## src/rtl/mdio_pkg.sv

```systemverilog
package mdio_pkg;
    localparam int PRE_BITS  = 32;
    localparam int ADDR_BITS = 5;
    localparam int DATA_BITS = 16;
    localparam int CNT_W     = $clog2(PRE_BITS);

    typedef enum logic [3:0] {
        ST_IDLE,
        ST_PREAMBLE,
        ST_START,
        ST_OPCODE,
        ST_PHYADDR,
        ST_REGADDR,
        ST_TURN,
        ST_DATA,
        ST_TRAIL
    } mdio_state_e;
endpackage

```

## src/rtl/mdio_clk_gen.sv

```systemverilog
module mdio_clk_gen #(
    parameter int DIV_W = 8
) (
    input  logic             clk,
    input  logic             rst_n,
    input  logic             load,
    input  logic [DIV_W-1:0] div_in,
    input  logic             run,
    output logic             mdc,
    output logic             bit_end
);
    localparam logic [DIV_W-1:0] MIN_HALF = DIV_W'(2);

    logic [DIV_W-1:0] half_q;
    logic [DIV_W-1:0] cnt_q;
    logic             hi_q;
    logic             phase_end;

    assign phase_end = run && (cnt_q == half_q - 1'b1);

    always_ff @(posedge clk or negedge rst_n) begin
        if (!rst_n) begin
            half_q <= MIN_HALF;
            cnt_q  <= '0;
            hi_q   <= 1'b0;
        end else begin
            if (load)
                half_q <= (div_in < MIN_HALF) ? MIN_HALF : div_in;
            if (!run) begin
                cnt_q <= '0;
                hi_q  <= 1'b0;
            end else if (phase_end) begin
                cnt_q <= '0;
                hi_q  <= ~hi_q;
            end else begin
                cnt_q <= cnt_q + 1'b1;
            end
        end
    end

    assign mdc     = hi_q;
    assign bit_end = phase_end && hi_q;
endmodule

```

## src/rtl/mdio_sync.sv

```systemverilog
module mdio_sync #(
    parameter int STAGES = 2
) (
    input  logic clk,
    input  logic rst_n,
    input  logic din,
    output logic dout
);
    logic [STAGES-1:0] chain_q;

    always_ff @(posedge clk or negedge rst_n) begin
        if (!rst_n)
            chain_q <= '0;
        else
            chain_q <= {chain_q[STAGES-2:0], din};
    end

    assign dout = chain_q[STAGES-1];
endmodule

```

## src/rtl/mdio_frame_fsm.sv

```systemverilog
module mdio_frame_fsm
    import mdio_pkg::*;
(
    input  logic                 clk,
    input  logic                 rst_n,
    input  logic                 req_valid,
    input  logic                 req_write,
    input  logic [ADDR_BITS-1:0] req_phy,
    input  logic [ADDR_BITS-1:0] req_reg,
    input  logic [DATA_BITS-1:0] req_wdata,
    input  logic                 bit_end,
    input  logic                 mdi_s,
    output logic                 accept,
    output logic                 busy,
    output logic                 done,
    output logic [DATA_BITS-1:0] rd_data,
    output logic                 mdo,
    output logic                 mdo_en
);
    mdio_state_e              state_q, state_d;
    logic [CNT_W-1:0]         bcnt_q;
    logic [CNT_W-1:0]         last_idx;
    logic                     wr_q;
    logic [2*ADDR_BITS-1:0]   hdr_q;
    logic [DATA_BITS-1:0]     sh_q;
    logic [DATA_BITS-1:0]     rd_q;
    logic                     done_q;
    logic                     step_last;

    assign accept = (state_q == ST_IDLE) && req_valid;

    // index of the final bit time of the current state
    always_comb begin
        unique case (state_q)
            ST_PREAMBLE: last_idx = CNT_W'(PRE_BITS - 1);
            ST_START:    last_idx = CNT_W'(1);
            ST_OPCODE:   last_idx = CNT_W'(1);
            ST_PHYADDR:  last_idx = CNT_W'(ADDR_BITS - 1);
            ST_REGADDR:  last_idx = CNT_W'(ADDR_BITS - 1);
            ST_TURN:     last_idx = wr_q ? CNT_W'(1) : CNT_W'(0);
            ST_DATA:     last_idx = CNT_W'(DATA_BITS - 1);
            default:     last_idx = '0;
        endcase
    end

    assign step_last = bit_end && (bcnt_q == last_idx);

    always_comb begin
        state_d = state_q;
        unique case (state_q)
            ST_IDLE:     if (req_valid) state_d = ST_PREAMBLE;
            ST_PREAMBLE: if (step_last) state_d = ST_START;
            ST_START:    if (step_last) state_d = ST_OPCODE;
            ST_OPCODE:   if (step_last) state_d = ST_PHYADDR;
            ST_PHYADDR:  if (step_last) state_d = ST_REGADDR;
            ST_REGADDR:  if (step_last) state_d = ST_TURN;
            ST_TURN:     if (step_last) state_d = ST_DATA;
            ST_DATA:     if (step_last) state_d = ST_TRAIL;
            ST_TRAIL:    if (step_last) state_d = ST_IDLE;
            default:     state_d = ST_IDLE;
        endcase
    end

    // state register with the frame shift registers
    always_ff @(posedge clk or negedge rst_n) begin
        if (!rst_n) begin
            state_q <= ST_IDLE;
            bcnt_q  <= '0;
            wr_q    <= 1'b0;
            hdr_q   <= '0;
            sh_q    <= '0;
            rd_q    <= '0;
            done_q  <= 1'b0;
        end else begin
            state_q <= state_d;
            done_q  <= (state_q == ST_TRAIL) && step_last;
            if (accept) begin
                bcnt_q <= '0;
                wr_q   <= req_write;
                hdr_q  <= {req_phy, req_reg};
                sh_q   <= req_wdata;
            end else if (bit_end) begin
                bcnt_q <= step_last ? '0 : bcnt_q + 1'b1;
                if (state_q == ST_PHYADDR || state_q == ST_REGADDR)
                    hdr_q <= hdr_q << 1;
                if (state_q == ST_DATA)
                    sh_q <= wr_q ? (sh_q << 1) : {sh_q[DATA_BITS-2:0], mdi_s};
                if (state_q == ST_TRAIL && !wr_q)
                    rd_q <= sh_q;
            end
        end
    end

    // line outputs decoded from the registered state
    always_comb begin
        mdo    = 1'b0;
        mdo_en = 1'b0;
        unique case (state_q)
            ST_PREAMBLE: begin mdo_en = 1'b1; mdo = 1'b1;                  end
            ST_START:    begin mdo_en = 1'b1; mdo = bcnt_q[0];             end
            ST_OPCODE:   begin mdo_en = 1'b1; mdo = bcnt_q[0] ^ ~wr_q;     end
            ST_PHYADDR,
            ST_REGADDR:  begin mdo_en = 1'b1; mdo = hdr_q[2*ADDR_BITS-1];  end
            ST_DATA:     begin mdo_en = wr_q; mdo = wr_q & sh_q[DATA_BITS-1]; end
            default:     begin mdo_en = 1'b0; mdo = 1'b0;                  end
        endcase
    end

    assign busy    = (state_q != ST_IDLE);
    assign done    = done_q;
    assign rd_data = rd_q;
endmodule

```

## src/rtl/mdio_master.sv

```systemverilog
module mdio_master
    import mdio_pkg::*;
#(
    parameter int DIV_W     = 8,
    parameter int SYNC_STGS = 2
) (
    input  logic                 clk,
    input  logic                 rst_n,
    input  logic [DIV_W-1:0]     div_half,
    input  logic                 req_valid,
    input  logic                 req_write,
    input  logic [ADDR_BITS-1:0] req_phy,
    input  logic [ADDR_BITS-1:0] req_reg,
    input  logic [DATA_BITS-1:0] req_wdata,
    output logic                 busy,
    output logic                 done,
    output logic [DATA_BITS-1:0] rd_data,
    output logic                 mdc,
    output logic                 mdo,
    output logic                 mdo_en,
    input  logic                 mdi
);
    logic accept;
    logic bit_end;
    logic mdi_s;

    mdio_clk_gen #(.DIV_W(DIV_W)) u_clk (
        .clk     (clk),
        .rst_n   (rst_n),
        .load    (accept),
        .div_in  (div_half),
        .run     (busy),
        .mdc     (mdc),
        .bit_end (bit_end)
    );

    mdio_sync #(.STAGES(SYNC_STGS)) u_sync (
        .clk   (clk),
        .rst_n (rst_n),
        .din   (mdi),
        .dout  (mdi_s)
    );

    mdio_frame_fsm u_fsm (
        .clk       (clk),
        .rst_n     (rst_n),
        .req_valid (req_valid),
        .req_write (req_write),
        .req_phy   (req_phy),
        .req_reg   (req_reg),
        .req_wdata (req_wdata),
        .bit_end   (bit_end),
        .mdi_s     (mdi_s),
        .accept    (accept),
        .busy      (busy),
        .done      (done),
        .rd_data   (rd_data),
        .mdo       (mdo),
        .mdo_en    (mdo_en)
    );
endmodule

```

## config.mk

```make
export PLATFORM = sky130hd
export DESIGN_NAME = mdio_master
export DESIGN_NICKNAME = d
export VERILOG_FILES = /design/src/rtl/mdio_pkg.sv /design/src/rtl/mdio_clk_gen.sv /design/src/rtl/mdio_sync.sv /design/src/rtl/mdio_frame_fsm.sv /design/src/rtl/mdio_master.sv
export SDC_FILE = /design/constraint.sdc
export NUM_CORES = 1
export LEC_CHECK = 0
export BUFFER_PORTS_ARGS = -buffer_cell sky130_fd_sc_hd__buf_2
export CORE_ASPECT_RATIO = 1.5
export CORE_MARGIN = 2
export CORE_UTILIZATION = 53
export CTS_CLUSTER_DIAMETER = 30
export DETAILED_ROUTE_END_ITERATION = 10
export GPL_ROUTABILITY_DRIVEN = 0
export PLACE_DENSITY_LB_ADDON = 0.12
export SYNTH_ARGS = -nofsm -noshare
export SYNTH_HDL_FRONTEND = slang
export SYNTH_SLANG_ARGS = --single-unit
```

## constraint.sdc

```tcl
create_clock -name clk -period 4.6 [get_ports clk]
set_input_delay 0.23 -clock clk [delete_from_list [all_inputs] [get_ports clk]]
set_output_delay 0.23 -clock clk [all_outputs]
set_load 0.02 [all_outputs]
```

==> After elaboration in Yosys (flattened, before gate mapping) <==
Index checks and enable logic that the tools add are counted.
{ "classes": {"add_sub_neg": 3, "magnitude_cmp": 1, "eq_ne": 20, "n_mux": 29, "bitwise": 5, "reduce_logical": 20} }
{ "ops": {"columns": ["cell", "n"], "rows": [
  ["two-way mux 16 bit", 3],
  ["two-way mux 4 bit", 9],
  ["case mux 4 bit (9 select lines)", 1],
  ["two-way mux 10 bit", 3],
  ["case mux 5 bit (5 select lines)", 1],
  ["two-way mux 8 bit", 3],
  ["equality test 4 x 3 -> 1 bit, second input constant", 4],
  ["inequality test 2 x 1 -> 1 bit, second input constant", 8],
  ["two-way mux 5 bit", 3],
  ["AND reduction 9 bit", 1],
  ["adder 8 x 1 -> 8 bit, second input constant", 1],
  ["equality test 4 x 2 -> 1 bit, second input constant", 2],
  ["equality test 8 bit", 1],
  ["< comparator 8 x 2 -> 1 bit, second input constant", 1],
  ["subtractor 8 x 1 -> 8 bit, second input constant", 1],
  ["logical AND 1 bit", 6],
  ["nonzero test 2 bit", 3],
  ["adder 5 x 1 -> 5 bit, second input constant", 1],
  ["equality test 5 bit", 1],
  ["case mux 1 bit (5 select lines)", 1],
  ["OR reduction 5 bit", 1],
  ["equality test 4 x 1 -> 1 bit, second input constant", 1],
  ["equality test 4 bit, second input constant", 1],
  ["logical NOT 4 bit", 1],
  ["12 further kinds", 20]
]} }
{ "word_totals": {"ff_bits": 72, "input_bits": 39, "output_inout_bits": 21, "wordCells": 89} }

==> Longest topological paths before layout <==
{ "logic_depth": {"word_depth": 8, "depth_mapped": 12, "mapped_depth_nobuf": 8} }

==> Cells and area by module <==
Synthesis repeated with hierarchy kept, for this count alone.
{ "unflattened": {"hier_cells": 357, "area_unflattened_um2": 3762.4} }
{ "by_module_without_submodules": {"columns": ["mod", "instances", "cells_per_inst", "area_each_um2", "seq_area_each_um2"], "rows": [
  ["mdio_frame_fsm", 1, 256, 2687.6, 1326.3],
  ["mdio_clk_gen", 1, 99, 1024.7, 426.7],
  ["mdio_sync", 1, 2, 50.0, 50.0]
]} }

==> Worst setup path after synthesis <==
Ideal clock, no wire load.
{ "synth_path": {"path_type": "reg2reg", "from": "register u_clk.half_q[0]", "to": "register u_fsm.state_q[1]", "setup_ns": 0.125, "arrival_ns": 2.617, "t_required_ns": 4.475, "path_slack_ns": 1.858, "stages_incl_launch_ff": 12, "path_buffers": 3, "period_less_slack_ns": 2.742, "cell_sequence": "dfrtp_1 clkbuf_1 inv_1 ha_1 buf_2 nor2b_1 or3_1 a31oi_2 nand4_1 buf_2 nor4b_2 mux2_2"} }
{ "synth_between": {"elab_chain_len": 7, "elab_cells_between_ends": 14, "cone_classes": "add/sub: 1; eq/ne: 9; reduce/logical: 4"} }
{ "synth_rtl": {"columns": ["item", "line", "rtl"], "rows": [
  ["from (decl)", "mdio_clk_gen.sv:14", "logic [DIV_W-1:0] half_q;"],
  ["from (signal assigned)", "mdio_clk_gen.sv:28", "half_q <= (div_in < MIN_HALF) ? MIN_HALF : div_in;"],
  ["subtractor 8 x 1 -> 8 bit (*)", "mdio_clk_gen.sv:19", "assign phase_end = run && (cnt_q == half_q - 1'b1);"],
  ["equality test 8 bit (*)", "mdio_clk_gen.sv:19", null],
  ["logical AND 1 bit (*)", "mdio_clk_gen.sv:19", null],
  ["logical AND 1 bit (*)", "mdio_clk_gen.sv:42", "assign bit_end = phase_end && hi_q;"],
  ["logical AND 1 bit (*)", "mdio_frame_fsm.sv:46", "assign step_last = bit_end && (bcnt_q == last_idx);"],
  ["inequality test 2 x 1 -> 1 bit (no line)", null, null],
  ["AND reduction 9 bit (no line) (*)", null, null],
  ["to (signal assigned)", "mdio_frame_fsm.sv:75", "state_q <= state_d;"],
  ["to (decl)", "mdio_frame_fsm.sv:20", "mdio_state_e state_q, state_d;"]
]} }
Every way passes the cells marked *; elsewhere a longest branch is shown, timed or not.
A chain may end at the register's enable or synchronous reset.

==> Worst setup path in the final report <==
{ "layout_path": {"from": "register u_clk.half_q[1]", "to": "register u_fsm.rd_q[10], in the netlist u_fsm.rd_data[10]"} }
{ "layout_between": {"elab_chain_len": 5} }
{ "layout_rtl": {"columns": ["item", "line", "rtl"], "rows": [
  ["subtractor 8 x 1 -> 8 bit", "mdio_clk_gen.sv:19", null],
  ["equality test 8 bit", "mdio_clk_gen.sv:19", null],
  ["logical AND 1 bit", "mdio_clk_gen.sv:19", null],
  ["logical AND 1 bit", "mdio_clk_gen.sv:42", null],
  ["AND reduction 3 bit (no line)", null, null],
  ["to (signal assigned)", "mdio_frame_fsm.sv:89", "rd_q <= sh_q;"],
  ["to (decl)", "mdio_frame_fsm.sv:26", "logic [DATA_BITS-1:0] rd_q;"]
]} }
No other way between the ends.

==> out/metrics.cfg <==
[flow_run]
maxCapViolations=0

[drt]
via_count=3106
drt-initial-drc-count=165
drc=0
route.detailed.vias_per_inst=5.83
route.antenna.remaining_nets=0
drt_first_pass_iters=6
wl_per_cell_um=15.7
totalWireLength_um=8350

[logic_synthesis]
main_flop_type_after_synthesis=sky130_fd_sc_hd__dfrtp_1
post_syn_instances=403
syn_avg_cell_area_um2=9.48
ys_seq_elements=72
mappedNetlistNets=445
sequential_cell_area_fraction_in_the_yosys_report=0.472
ys_async_sr_fraction=1.00
synth_enable_flop_cells=0
synthesis.yosys.warnings=0
synthesis.area_um2=3820
yosys.cell_types.count=57

[worst_setup_path]
critical_path.startpoint_type=flop
worst-endpoint-required_ps=4840
critical_path.endpoint_type=flop
worstSetupPathType=reg2reg
path_max_fanout=16
arrival_ps=3300

[timing]
report.final.setup_viol=0
setup-tns-final_ps=0
hold_violations=0
relative_slew_margins=0.394
rsz0062_at_grt=no
drv_slew=0
fmax_ghz=0.326
worst_clock_skew_ps=6.27
max_slew.worst_pin.slew_ps=906
fin_crit_ps=3060
period_share=0.666

[layout]
diodes=0
fillCellCount=617
layout.cells.most_common=sky130_fd_sc_hd__dfrtp_1
most_frequent_cells_in_the_layout=71 x sky130_fd_sc_hd__dfrtp_1, 59 x sky130_fd_sc_hd__buf_2, 43 x sky130_fd_sc_hd__nor2_1
final_net_count=492
area_growth_pct=13.3
post_route_cells_drive_above_1_share=0.233

[power_and_ir_drop]
relative_contribution_of_combinational_cells_to_total_power=0.027
total_power_w=0.00118
p_per_area_nw_per_um2=272
cell_internal_pwr_w=0.000926
power.share.sequential=0.539
power_dissipated_by_switching_net_loads_w=0.000250
p_clk_frac=0.434
ir_worst_vdd_mv=0.212
power.static_leakage_nw=1.90
switching_share=0.213

[cts]
clock_tree_from_tritoncts=yes
clk_pin_slew_ps=80
cts-buffers-inserted=9
insertion_delay_ps=350
htree_num_levels=3
cts_buffer_depth=2
cts_hold_buf=2
ctsRootBufferMaster=sky130_fd_sc_hd__clkbuf_8
cts_setup_buffers=0
cts_resized=0
number_of_sinks_handled_by_clock_tree_synthesis=72

[global_route]
grt_start_max_net_pins=62
grt-busiest-layer=met2
wire_length_of_the_first_global_routing_pass_um=14100
groute.usage.overall=0.228
grtUsageMet1=0.279
initial_antenna_violation_count=0
first_global_vias=3030
grt.met2_usage=0.389
grt_util_met3=0.0522
grt_overflow=0

[die]
design.die.area_um2=7920
chipWidth_um=73.3
io_pins=60
coreArea_um2=6940
floorplan.initialDensity=0.550
placement_rows=37
floorplan.die.height_um=108

[hold_path]
worstHoldPathType=in2reg

[placement]
port_buffers=59
dpl.hpwl_um=5700

[run_status]
run_status=complete, no violations

## Yosys cell counts (all sizes together), types with 2 or more instances
library cell,number,area share
o21ai,34,0.045
or4,2,0.0049
clkbuf,20,0.020
nor2,43,0.042
inv,8,0.0079
ha,3,0.0098
a31oi,27,0.046
and4b,2,0.0052
xnor2,9,0.021
and2,2,0.0039
dfrtp,71,0.46
nand4,15,0.025
nor4,6,0.014
nand2,39,0.038
xor2,8,0.018
nor3,6,0.0079
a211oi,6,0.013
mux2,17,0.060
nand4b,3,0.0069
or2,2,0.0033
nand3,24,0.035
nand2b,5,0.0082
o21bai,3,0.0059
or3,4,0.0065
o211ai,2,0.0039
o31ai,2,0.0039
buf,8,0.014
nor2b,5,0.0082
mux2i,2,0.0052
nor4b,2,0.0062
and3,2,0.0033
a21oi,8,0.010
## state kept, by name (all words and copies together), names as in the netlist
name and cells:
u_fsm.rd_data 16, u_fsm.sh_q 16, u_fsm.hdr_q 10, u_clk.cnt_q 8
u_clk.half_q 8, u_fsm.bcnt_q 5, u_fsm.state_q 4, u_sync.chain_q 2
u_clk.mdc 1, u_fsm.done 1, u_fsm.wr_q 1
## metrics by stage
step | cell area, µm² | hold WS [ps] | util | setup WS, ps | std cells
detailed placement | 4110 | 131 | 0.592 | 1540 | 515
global route | 4330 | 87.7 | 0.624 | 1300 | 533
CTS | 4330 | 70.5 | 0.624 | 1520 | 533
floorplan | 3820 | -65.6 | - | 1860 | 403
finish | 4330 | 85.3 | 0.624 | 1540 | 533
global placement | 4110 | 128 | 0.592 | 1600 | 515
## metal layers
layer	up-vias	part of all wire
li1	1541	-
met4	0	0.016
met3	8	0.039
met5	-	0
met2	57	0.51
met1	1500	0.43
## path summary, 6_finish.rpt
path,start,endpoint,slack [ps],cells after the start
min reg2reg,u_sync.chain_q[0]$_DFF_PN0_,u_sync.chain_q[1]$_DFF_PN0_,360,0
min in group asynchronous,rst_n,u_fsm.sh_q[11]$_DFFE_PN0P_,290,2
max,u_clk.half_q[1]$_DFFE_PN1P_,u_fsm.rd_data[10]$_DFFE_PN0P_,1540,8
max in group asynchronous,rst_n,u_fsm.sh_q[0]$_DFFE_PN0P_,3240,3
min,div_half[2],u_clk.half_q[2]$_DFFE_PN0P_,90,3
max reg2reg,u_clk.half_q[1]$_DFFE_PN1P_,u_fsm.rd_data[10]$_DFFE_PN0P_,1540,8
## worst max-delay path, cell delays in order, from the launching register on
cell,delay [ps]
sky130_fd_sc_hd__dfstp_2,570
sky130_fd_sc_hd__inv_1,70
sky130_fd_sc_hd__ha_1,270
sky130_fd_sc_hd__nor2b_1,160
sky130_fd_sc_hd__or3_1,360
sky130_fd_sc_hd__a31oi_2,290
sky130_fd_sc_hd__and4b_1,500
sky130_fd_sc_hd__nand3_4,330
sky130_fd_sc_hd__mux2_4,400
## power by group through the flow
stage,combinational [W],sequential (W),clock (W)
after detailed placement,0.0000312,0.000646,0
after global routing,0.0000362,0.000633,0.000550
after floorplan,0.000000614,0.000646,0
after global placement,0.0000307,0.000646,0
after CTS,0.0000326,0.000634,0.000520
final,0.0000315,0.000634,0.000511
## area by class of cell
class | count | area [µm²] | share of cell area
sequential | 72 | 1800 | 0.416
clock buffer | 13 | 159 | 0.0367
inverter | 8 | 30.0 | 0.00693
timing repair buffer | 64 | 338 | 0.0780
multi-input combinational | 295 | 1860 | 0.430
clock inverter | 3 | 40.0 | 0.00925
tap | 78 | 97.6 | 0.0225
## kinds of logic after synthesis
kind of cell	synth area share
compound gates	0.145
xor+xnor	0.0390
fa+ha+maj	0.00982
buf+inv	0.0416
flops	0.472
mux	0.0651
simple gates	0.228
Power figures use the tool's default switching activity.
